## config.mk

```make
export PLATFORM = sky130hd
export DESIGN_NAME = tmr_cascade
export DESIGN_NICKNAME = d
export VERILOG_FILES = /design/src/rtl/tmr_pkg.sv /design/src/rtl/tmr_regs.sv /design/src/rtl/tmr_stage.sv /design/src/rtl/tmr_ctl.sv /design/src/rtl/tmr_cascade.sv
export SDC_FILE = /design/constraint.sdc
export NUM_CORES = 1
export LEC_CHECK = 0
export CELL_PAD_IN_SITES_DETAIL_PLACEMENT = 0
export CELL_PAD_IN_SITES_GLOBAL_PLACEMENT = 1
export CORE_UTILIZATION = 35
export CTS_BUF_LIST = sky130_fd_sc_hd__clkbuf_8
export CTS_CLUSTER_SIZE = 28
export DETAILED_ROUTE_END_ITERATION = 8
export PLACE_DENSITY = 0.72
export SYNTH_ARGS = -nofsm -noshare
export SYNTH_HDL_FRONTEND = slang
export SYNTH_SLANG_ARGS = --single-unit
```

## constraint.sdc

```tcl
create_clock -name clk -period 4.5 [get_ports clk]
set_clock_uncertainty 0.15 [all_clocks]
set_input_delay 0.45 -clock clk [delete_from_list [all_inputs] [get_ports clk]]
set_output_delay 0.45 -clock clk [all_outputs]
set_load 0.03 [all_outputs]
```

## src/rtl/tmr_pkg.sv

```systemverilog
package tmr_pkg;
  localparam int NREG = 5;
  localparam int AW   = $clog2(NREG);

  localparam logic [AW-1:0] A_CTRL = AW'(0);
  localparam logic [AW-1:0] A_SHOT = AW'(1);
  localparam logic [AW-1:0] A_MODE = AW'(2);
  localparam logic [AW-1:0] A_PRE  = AW'(3);
  localparam logic [AW-1:0] A_CNT  = AW'(4);

  // control byte fields
  localparam int B_RUN  = 0;
  localparam int B_RSTA = 1;
  localparam int B_HALT = 2;
  // one-shot byte fields
  localparam int B_GO   = 0;
  localparam int B_END  = 1;
  localparam int B_SSTA = 2;

  typedef enum logic [1:0] {
    MODE_FREE  = 2'd0,
    MODE_SHOT  = 2'd1,
    MODE_WSHOT = 2'd2,
    MODE_RSVD  = 2'd3
  } tmr_mode_e;
endpackage

```

## src/rtl/tmr_regs.sv

```systemverilog
module tmr_regs
  import tmr_pkg::*;
#(
  parameter int DW = 8,
  parameter int PW = 8,
  parameter int CW = 8
) (
  input  logic          clk,
  input  logic          rst_n,
  input  logic          wr,
  input  logic [AW-1:0] addr,
  input  logic [DW-1:0] wdata,
  output logic          run_wr,
  output logic          run_val,
  output logic          halt_p,
  output logic          go_p,
  output logic          end_p,
  output logic          pre_wr,
  output logic          cnt_wr,
  output tmr_mode_e     mode,
  output logic [PW-1:0] pre_rld,
  output logic [CW-1:0] cnt_rld
);
  logic unused_hi;
  assign unused_hi = ^wdata;

  assign run_wr  = wr && (addr == A_CTRL);
  assign run_val = wdata[B_RUN];
  assign halt_p  = run_wr && wdata[B_HALT];
  assign go_p    = wr && (addr == A_SHOT) && wdata[B_GO];
  assign end_p   = wr && (addr == A_SHOT) && wdata[B_END];
  assign pre_wr  = wr && (addr == A_PRE);
  assign cnt_wr  = wr && (addr == A_CNT);

  always_ff @(posedge clk or negedge rst_n) begin
    if (!rst_n) begin
      mode    <= MODE_FREE;
      pre_rld <= '0;
      cnt_rld <= '0;
    end else begin
      if (wr && addr == A_MODE) mode <= tmr_mode_e'(wdata[1:0]);
      if (pre_wr) pre_rld <= wdata[PW-1:0];
      if (cnt_wr) cnt_rld <= wdata[CW-1:0];
    end
  end
endmodule

```

## src/rtl/tmr_stage.sv

```systemverilog
module tmr_stage #(
  parameter int W = 8
) (
  input  logic         clk,
  input  logic         rst_n,
  input  logic         step,
  input  logic         ld,
  input  logic [W-1:0] ld_val,
  input  logic [W-1:0] rld,
  output logic [W-1:0] val,
  output logic         uf
);
  logic at_zero;
  assign at_zero = (val == '0);
  assign uf      = step && at_zero;

  always_ff @(posedge clk or negedge rst_n) begin
    if (!rst_n)       val <= '0;
    else if (ld)      val <= ld_val;
    else if (step)    val <= at_zero ? rld : val - W'(1);
  end
endmodule

```

## src/rtl/tmr_ctl.sv

```systemverilog
module tmr_ctl
  import tmr_pkg::*;
(
  input  logic      clk,
  input  logic      rst_n,
  input  logic      tick,
  input  logic      run_wr,
  input  logic      run_val,
  input  logic      halt_p,
  input  logic      go_p,
  input  logic      end_p,
  input  tmr_mode_e mode,
  input  logic      cnt_uf,
  output logic      run_req,
  output logic      run_stat,
  output logic      shot_stat,
  output logic      count_en,
  output logic      load_all
);
  logic run_s1, shot_req, sh1, phase;
  logic shot_mode, run_fall, finish;

  assign shot_mode = (mode == MODE_SHOT) || (mode == MODE_WSHOT);
  assign run_fall  = run_stat && !run_s1;
  assign load_all  = tick && shot_mode && ((sh1 != shot_stat) || run_fall);
  assign count_en  = tick && run_stat && (!shot_mode || shot_stat) && !load_all;
  assign finish    = shot_mode && count_en && cnt_uf &&
                     ((mode == MODE_SHOT) || phase);

  always_ff @(posedge clk or negedge rst_n) begin
    if (!rst_n) begin
      run_req <= 1'b0; run_s1 <= 1'b0; run_stat <= 1'b0;
      shot_req <= 1'b0; sh1 <= 1'b0; shot_stat <= 1'b0; phase <= 1'b0;
    end else if (halt_p) begin
      run_req <= 1'b0; run_s1 <= 1'b0; run_stat <= 1'b0;
      shot_req <= 1'b0; sh1 <= 1'b0; shot_stat <= 1'b0; phase <= 1'b0;
    end else begin
      if (run_wr) run_req <= run_val;
      if (go_p)   shot_req <= 1'b1;
      if (end_p)  shot_req <= 1'b0;
      if (tick) begin
        run_s1    <= run_req;
        run_stat  <= run_s1;
        sh1       <= shot_req;
        shot_stat <= sh1;
        if (sh1 && !shot_stat) phase <= 1'b0;
        if (shot_mode && count_en && cnt_uf) phase <= 1'b1;
        if (finish || (shot_mode && run_fall)) begin
          shot_req  <= 1'b0;
          sh1       <= 1'b0;
          shot_stat <= 1'b0;
          phase     <= 1'b0;
        end
      end
    end
  end
endmodule

```

## src/rtl/tmr_cascade.sv

```systemverilog
module tmr_cascade
  import tmr_pkg::*;
#(
  parameter int DW = 8,
  parameter int PW = 8,
  parameter int CW = 8
) (
  input  logic          clk,
  input  logic          rst_n,
  input  logic          tick_i,
  input  logic          bus_wr_i,
  input  logic [AW-1:0] bus_addr_i,
  input  logic [DW-1:0] bus_wdata_i,
  output logic [DW-1:0] bus_rdata_o,
  output logic          uf_o
);
  logic run_wr, run_val, halt_p, go_p, end_p, pre_wr, cnt_wr;
  tmr_mode_e mode;
  logic [PW-1:0] pre_rld, pre_val, pre_ldv;
  logic [CW-1:0] cnt_rld, cnt_val, cnt_ldv;
  logic run_req, run_stat, shot_stat, count_en, load_all;
  logic pre_uf, cnt_uf, pre_ld, cnt_ld, pre_direct, cnt_direct;

  tmr_regs #(.DW(DW), .PW(PW), .CW(CW)) u_regs (
    .clk(clk), .rst_n(rst_n), .wr(bus_wr_i), .addr(bus_addr_i),
    .wdata(bus_wdata_i), .run_wr(run_wr), .run_val(run_val),
    .halt_p(halt_p), .go_p(go_p), .end_p(end_p), .pre_wr(pre_wr),
    .cnt_wr(cnt_wr), .mode(mode), .pre_rld(pre_rld), .cnt_rld(cnt_rld)
  );

  tmr_ctl u_ctl (
    .clk(clk), .rst_n(rst_n), .tick(tick_i), .run_wr(run_wr),
    .run_val(run_val), .halt_p(halt_p), .go_p(go_p), .end_p(end_p),
    .mode(mode), .cnt_uf(cnt_uf), .run_req(run_req), .run_stat(run_stat),
    .shot_stat(shot_stat), .count_en(count_en), .load_all(load_all)
  );

  // a write while stopped loads the stage itself; while running it waits
  assign pre_direct = pre_wr && !run_stat;
  assign cnt_direct = cnt_wr && !run_stat;
  assign pre_ld     = pre_direct || load_all;
  assign cnt_ld     = cnt_direct || load_all;
  assign pre_ldv    = pre_direct ? bus_wdata_i[PW-1:0] : pre_rld;
  assign cnt_ldv    = cnt_direct ? bus_wdata_i[CW-1:0] : cnt_rld;

  tmr_stage #(.W(PW)) u_pre (
    .clk(clk), .rst_n(rst_n), .step(count_en), .ld(pre_ld),
    .ld_val(pre_ldv), .rld(pre_rld), .val(pre_val), .uf(pre_uf)
  );

  tmr_stage #(.W(CW)) u_cnt (
    .clk(clk), .rst_n(rst_n), .step(pre_uf), .ld(cnt_ld),
    .ld_val(cnt_ldv), .rld(cnt_rld), .val(cnt_val), .uf(cnt_uf)
  );

  always_ff @(posedge clk or negedge rst_n) begin
    if (!rst_n) uf_o <= 1'b0;
    else        uf_o <= cnt_uf;
  end

  always_comb begin
    bus_rdata_o = '0;
    case (bus_addr_i)
      A_CTRL: begin
        bus_rdata_o[B_RUN]  = run_req;
        bus_rdata_o[B_RSTA] = run_stat;
      end
      A_SHOT: bus_rdata_o[B_SSTA] = shot_stat;
      A_MODE: bus_rdata_o[1:0]    = mode;
      A_PRE:  bus_rdata_o         = DW'(pre_val);
      A_CNT:  bus_rdata_o         = DW'(cnt_val);
      default: bus_rdata_o        = '0;
    endcase
  end
endmodule

```

==> impl_metrics.toml, run 1 <==
[setup_path]
path_class = "in -> out"
cp-end-kind = "primary output"
crit_arrival_ns = 2.59
worstPathRequired_ns = 3.90
crit_fanout = 11
r2r_setup_slack_ns = 1.70
cp-start-kind = "primary input"

[timing]
setup_viol = 0
setup_tns_ns = 0
period_share_pct = 70.94
worstMarginPinSlew_ns = 0.9733
relSlewSlack_pct = 35.11
fmax_mhz = 313.3
worst_hold_slack_ns = 0.1469
fin_crit_ns = 3.192
rsz0062_at_grt = "no"
drv_slew = 0
hold_violations = 0

[yosys]
async_reset_ff_share_pct = 100.0
synth-seq-area-share_pct = 40.58
ys_warn_count = 0
ys_seq_elements = 42
yosys.area.top_type = "dfrtp_1"
synth_most_common_cell = "dfrtp_1"
synth_edf_count = 0
netlist_instances = 280
synth_area_mm2 = 0.002590
synth.distinct_cells = 48
synthTopCellsByCount = "dfrtp_1 (42), nor2_1 (29), nand2_1 (20)"
ys.flop_type = "dfrtp_1"
syn_nets = 301
avgSynthCellArea_um2 = 9.250
yosys-top-cells-area = "dfrtp_1 (41%), mux2_2 (7.8%), nor2_1 (4.2%), ha_1 (2.9%), nand2_1 (2.9%)"
yosysTopAreaCellShare_pct = 40.58

[hold_path]
hold_class = "in -> async"

[flow_run]
max_cap_viol_count = 0

[detailed_routing]
wire_per_inst_um = 17.36
drc = 0
drt-initial-drc-count = 118
first_pass_iters = 5
detailroute.via_count = 2149
routed_wirelength_mm = 6.771
drtAntennaViolNets = 0
vias_per_cell = 5.510

[status]
status = "finished clean"

[floorplan]
core.rowCount = 30
die_x_um = 88.02
start_util_pct = 37.10
die_h_um = 88.02
io_pins = 24
core_mm2 = 0.006982
dieArea_mm2 = 0.007748

[cts]
cts_buffer_depth = 2
clock_latency_ns = 0.29
post_cts_buffers = 0
clk_pin_slew_ns = 0.08
cts_inserted_buffers = 5
ctsHoldBuffers = 0
clock_sink_count = 42
cts.repair.resized = 0
htreeDepth = 2
cts_tree = "built"
cts-root-buf = "clkbuf_8"

[global_routing]
grt_pass1_wl_mm = 11.12
overflow = 0
antenna_found_initial = 0
grt_max_degree = 43
grt_pass1_vias = 2125
grt_usage_pct = 19.10

[power]
irDropWorstVdd_mv = 0.1881
power_density_mw_per_mm2 = 487.5
p_leak_uw = 0.001173

[placed_design]
port_buffers = 23
hpwl_mm = 4.812
gp_congestion = 0.8074

[final_layout]
nets = 315
synthToLayoutAreaGrowth_pct = 14.15
diodes = 0
fillers = 701
drive_gt1_share_pct = 11.56
[final timing paths]
path,from,end,cells past startpoint
max in group asynchronous,rst_n,u_pre.val[5]$_DFFE_PN0P_,1
hold reg to reg,u_regs.pre_rld[5]$_DFFE_PN0P_,u_regs.pre_rld[5]$_DFFE_PN0P_,1
setup reg to reg,u_pre.val[4]$_DFFE_PN0P_,u_ctl.shot_stat$_DFFE_PN0P_,5
hold / removal,rst_n,u_regs.cnt_rld[2]$_DFFE_PN0P_,1
setup / recovery,bus_addr_i[1],bus_rdata_o[3],4
min in group clk,u_regs.pre_rld[5]$_DFFE_PN0P_,u_regs.pre_rld[5]$_DFFE_PN0P_,1
[metrics by stage]
| step | cells | total power (µW) | worst slack (ns) | area [µm²] | util [%] |
|---|---|---|---|---|---|
| 3_5_place_dp | 383 | 1213 | 1.159 | 2880 | 41.25 |
| 5_1_grt | 390 | 1550 | 1.183 | 2957 | 42.35 |
| 2_1_floorplan | 280 | 1041 | 1.889 | 2590 | - |
| 4_1_cts | 390 | 1448 | 1.292 | 2957 | 42.35 |
| 6_report | 390 | 1441 | 1.308 | 2957 | 42.35 |
| 3_3_place_gp | 383 | 1204 | 1.239 | 2880 | 41.25 |
[state kept, by name (all words and copies together), names as in the netlist, 2 cells and up]
name	count
u_regs.cnt_rld	8
u_regs.mode	2
u_cnt.val	8
u_regs.pre_rld	8
u_pre.val	8
[critical path, stage by stage]
cell and delay (ns):
clkdlybuf4s50_1 0.62, nor3b_1 0.61, a22o_1 0.24, clkdlybuf4s50_1 0.67
[cell usage in the layout, fill, tap and decap left out, types with 6 or more instances in the layout]
cell type        instances
mux2_2                  18
o211ai_1                 7
nand2b_1                 6
clkdlybuf4s50_1         22
o21ai_0                 13
nor2_1                  29
nor3_1                   9
dfrtp_1                 42
a31oi_1                 10
nand2_1                 20
a211o_1                  6
a22o_1                   6
ha_1                     6
a21oi_1                 14
nand3_1                  8
inv_1                   14
[cells by family (layout without fill, tap and decap cells)]
| family | after synthesis | after routing | synth area share (%) |
|---|---|---|---|
| adder cells (fa/ha/maj) | 6 | 6 | 2.898 |
| buffers and inverters | 30 | 44 | 4.685 |
| multiplexers | 22 | 22 | 9.372 |
| AND/OR/NAND/NOR | 93 | 93 | 18.26 |
| flip-flops | 42 | 42 | 40.58 |
| XOR/XNOR | 9 | 9 | 3.043 |
| AO/OA/AOI/OAI | 78 | 78 | 21.16 |
[power breakdown]
group / switching [µW] / internal [µW] / leakage [µW]
clock: 132 / 103 / 0.0000466
sequential: 141 / 489 / 0.000492
combinational: 292 / 286 / 0.000634
[cell type report]
cell class	count	area (µm²)	area share, %
clock buffers	5	68.82	2.328
multi-input cells	208	1424	48.16
flip-flops and latches	42	1051	35.55
clock inverters	2	7.507	0.2539
well taps	96	120.1	4.063
repair buffers	25	240.2	8.125
inverters	12	45.04	1.523
[routing by layer]
| layer | vias to the layer above | global-route usage [%] | wire, µm |
|---|---|---|---|
| li1 | 1043 | - | - |
| met1 | 1057 | 26.36 | 3290 |
| met2 | 42 | 31.57 | 3229 |
| met3 | 7 | 2.922 | 193 |
| met4 | 0 | 4.399 | 57 |
| met5 | - | 0 | 0 |
Power figures use the tool's default switching activity.
==> inputs of run 2 (changes only) <==
PLACE_DENSITY = 0.75   (was 0.72)
clock period = 2.9 ns   (was 4.5 ns; I/O delays follow)
==> run 2 against run 1 <==
Net effect:
- the flow now finishes with violations (negative hold slack)
- cell count grew 3.6%
- register-to-register slack lost 1.5 ns
- power grew 60%
- wire length shrank 0.72%
- clock-buffer cell count grew 1
- non-clock buffer count grew 13
- clock power grew 69%
- die area is the same
- global-route usage grew 0.44 points
==> impl_metrics.toml, run 2 (synthesis gave the netlist of run 1 again) <==
[status]
status = "finished, violations left"
violations = "negative hold slack"

[final_layout]
layout.cells.non_filler = 404
synthToLayoutAreaGrowth_pct = 18.41
nets = 328
final_common_cell = "dfrtp_1"
final_cell_mix = "dfrtp_1 (42), nor2_1 (29), clkdlybuf4s50_1 (21)"
diodes = 0
drive_gt1_share_pct = 16.23

[detailed_routing]
drc = 0
first_pass_iters = 4
detailroute.via_count = 2195
vias_per_cell = 5.433
routed_wirelength_mm = 6.722
wire_per_inst_um = 16.64
drt-initial-drc-count = 149
drtAntennaViolNets = 0

[cts]
cts_buffer_depth = 2
cts-root-buf = "clkbuf_8"
cts.repair.resized = 0
clk_pin_slew_ns = 0.08
clock_latency_ns = 0.30
post_cts_buffers = 0
htreeDepth = 2
cts_tree = "built"
cts_inserted_buffers = 5
clock_sink_count = 42
ctsHoldBuffers = 0

[floorplan]
die_h_um = 88.02
start_util_pct = 37.10
die_x_um = 88.02
core_mm2 = 0.006982
core.rowCount = 30
dieArea_mm2 = 0.007748
io_pins = 24

[setup_path]
reg2reg_depth = 7
path_class = "in -> out"
crit_arrival_ns = 2.25
rr_startpoint = "u_pre.val[5]$_DFFE_PN0P_"
crit_fanout = 10
r2r_setup_slack_ns = 0.23
r2r-end = "u_cnt.val[7]$_DFFE_PN0P_"
cp-start-kind = "primary input"
worstPathRequired_ns = 2.46
cp-end-kind = "primary output"

[global_routing]
grt_max_degree = 43
grt_pass1_vias = 2193
grt_pass1_wl_mm = 11.43
grt_usage_pct = 19.54
overflow = 0
antenna_found_initial = 0

[placed_design]
gp_congestion = 0.8519
place_ws_ns = 0.2116
hpwl_mm = 4.932
port_buffers = 23
dp.cells = 396

[timing]
fmax_mhz = 371.3
postLayoutSetupSlackWorst_ns = 0.2068
fin_crit_ns = 2.693
worst_hold_slack_ns = -0.001051
worstMarginPinSlew_ns = 0.9809
hold_violations = 2
setup_tns_ns = 0
drv_slew = 0
setup_viol = 0
period_share_pct = 92.87
rsz0062_at_grt = "no"
relSlewSlack_pct = 34.60

[flow_run]
max_cap_viol_count = 0

[power]
p_leak_uw = 0.001239
power_density_mw_per_mm2 = 750.2
power_uw = 2301
irDropWorstVdd_mv = 0.2211

[hold_path]
hold_class = "in -> async"
-- run 2: cell types whose count changed in the layout (fill, tap and decap cells not counted), sizes merged --
cell	change
inv	-1
clkdlybuf4s50	-1
clkbuf	+1
clkinv	+1
buf	+14
-- run 2: worst max-delay path, stage by stage --
cell and delay, ns:
clkdlybuf4s50_1 0.57, and3b_1 0.50, nand2_1 0.10, o21ai_0 0.10, clkdlybuf4s50_1 0.70
-- run 2: where the power goes --
part / switching (µW) / internal, µW
logic: 469 / 476
registers: 202 / 758
clock network: 207 / 189
total: 878 / 1420
-- run 2: through the flow --
stage	hold slack (ns)	instance area [µm²]	util, %
after floorplan	-0.1556	2590	-
after global placement	0.3396	2975	42.62
after detailed placement	0.3446	2975	42.62
after CTS	0.04145	3067	43.92
after global routing	0.06163	3067	43.92
final	-0.001051	3067	43.92
-- run 2: layer usage --
metal	up-vias	wire length, µm	track usage (%)
li1	1073	-	-
met1	1092	3350	27.96
met2	22	3141	30.37
met3	8	144	3.487
met4	0	86	5.425
met5	-	0	0
-- run 2: worst max-delay path by stage --
stage	from	to	slack, ns	cells after the start
detailed placement	bus_addr_i[0]	bus_rdata_o[0]	0.21	5
floorplan	u_pre.val[4]$_DFFE_PN0P_	u_ctl.sh1$_DFFE_PN0P_	0.29	6
finish	bus_addr_i[2]	bus_rdata_o[1]	0.21	5
global route	u_pre.val[5]$_DFFE_PN0P_	u_cnt.val[7]$_DFFE_PN0P_	0.07	7
CTS	bus_addr_i[0]	bus_rdata_o[1]	0.20	5
global placement	bus_addr_i[0]	bus_rdata_o[0]	0.22	5
-- run 2: area by class of cell --
cell class                      count  area (µm²)
Clock buffer                        6       82.58
Clock inverter                      2       8.758
Fill cell                         717        3915
Inverter                           12       45.04
Multi-Input combinational cell    208        1424
Sequential cell                    42        1051
Tap cell                           96       120.1
Timing Repair Buffer               38       335.3
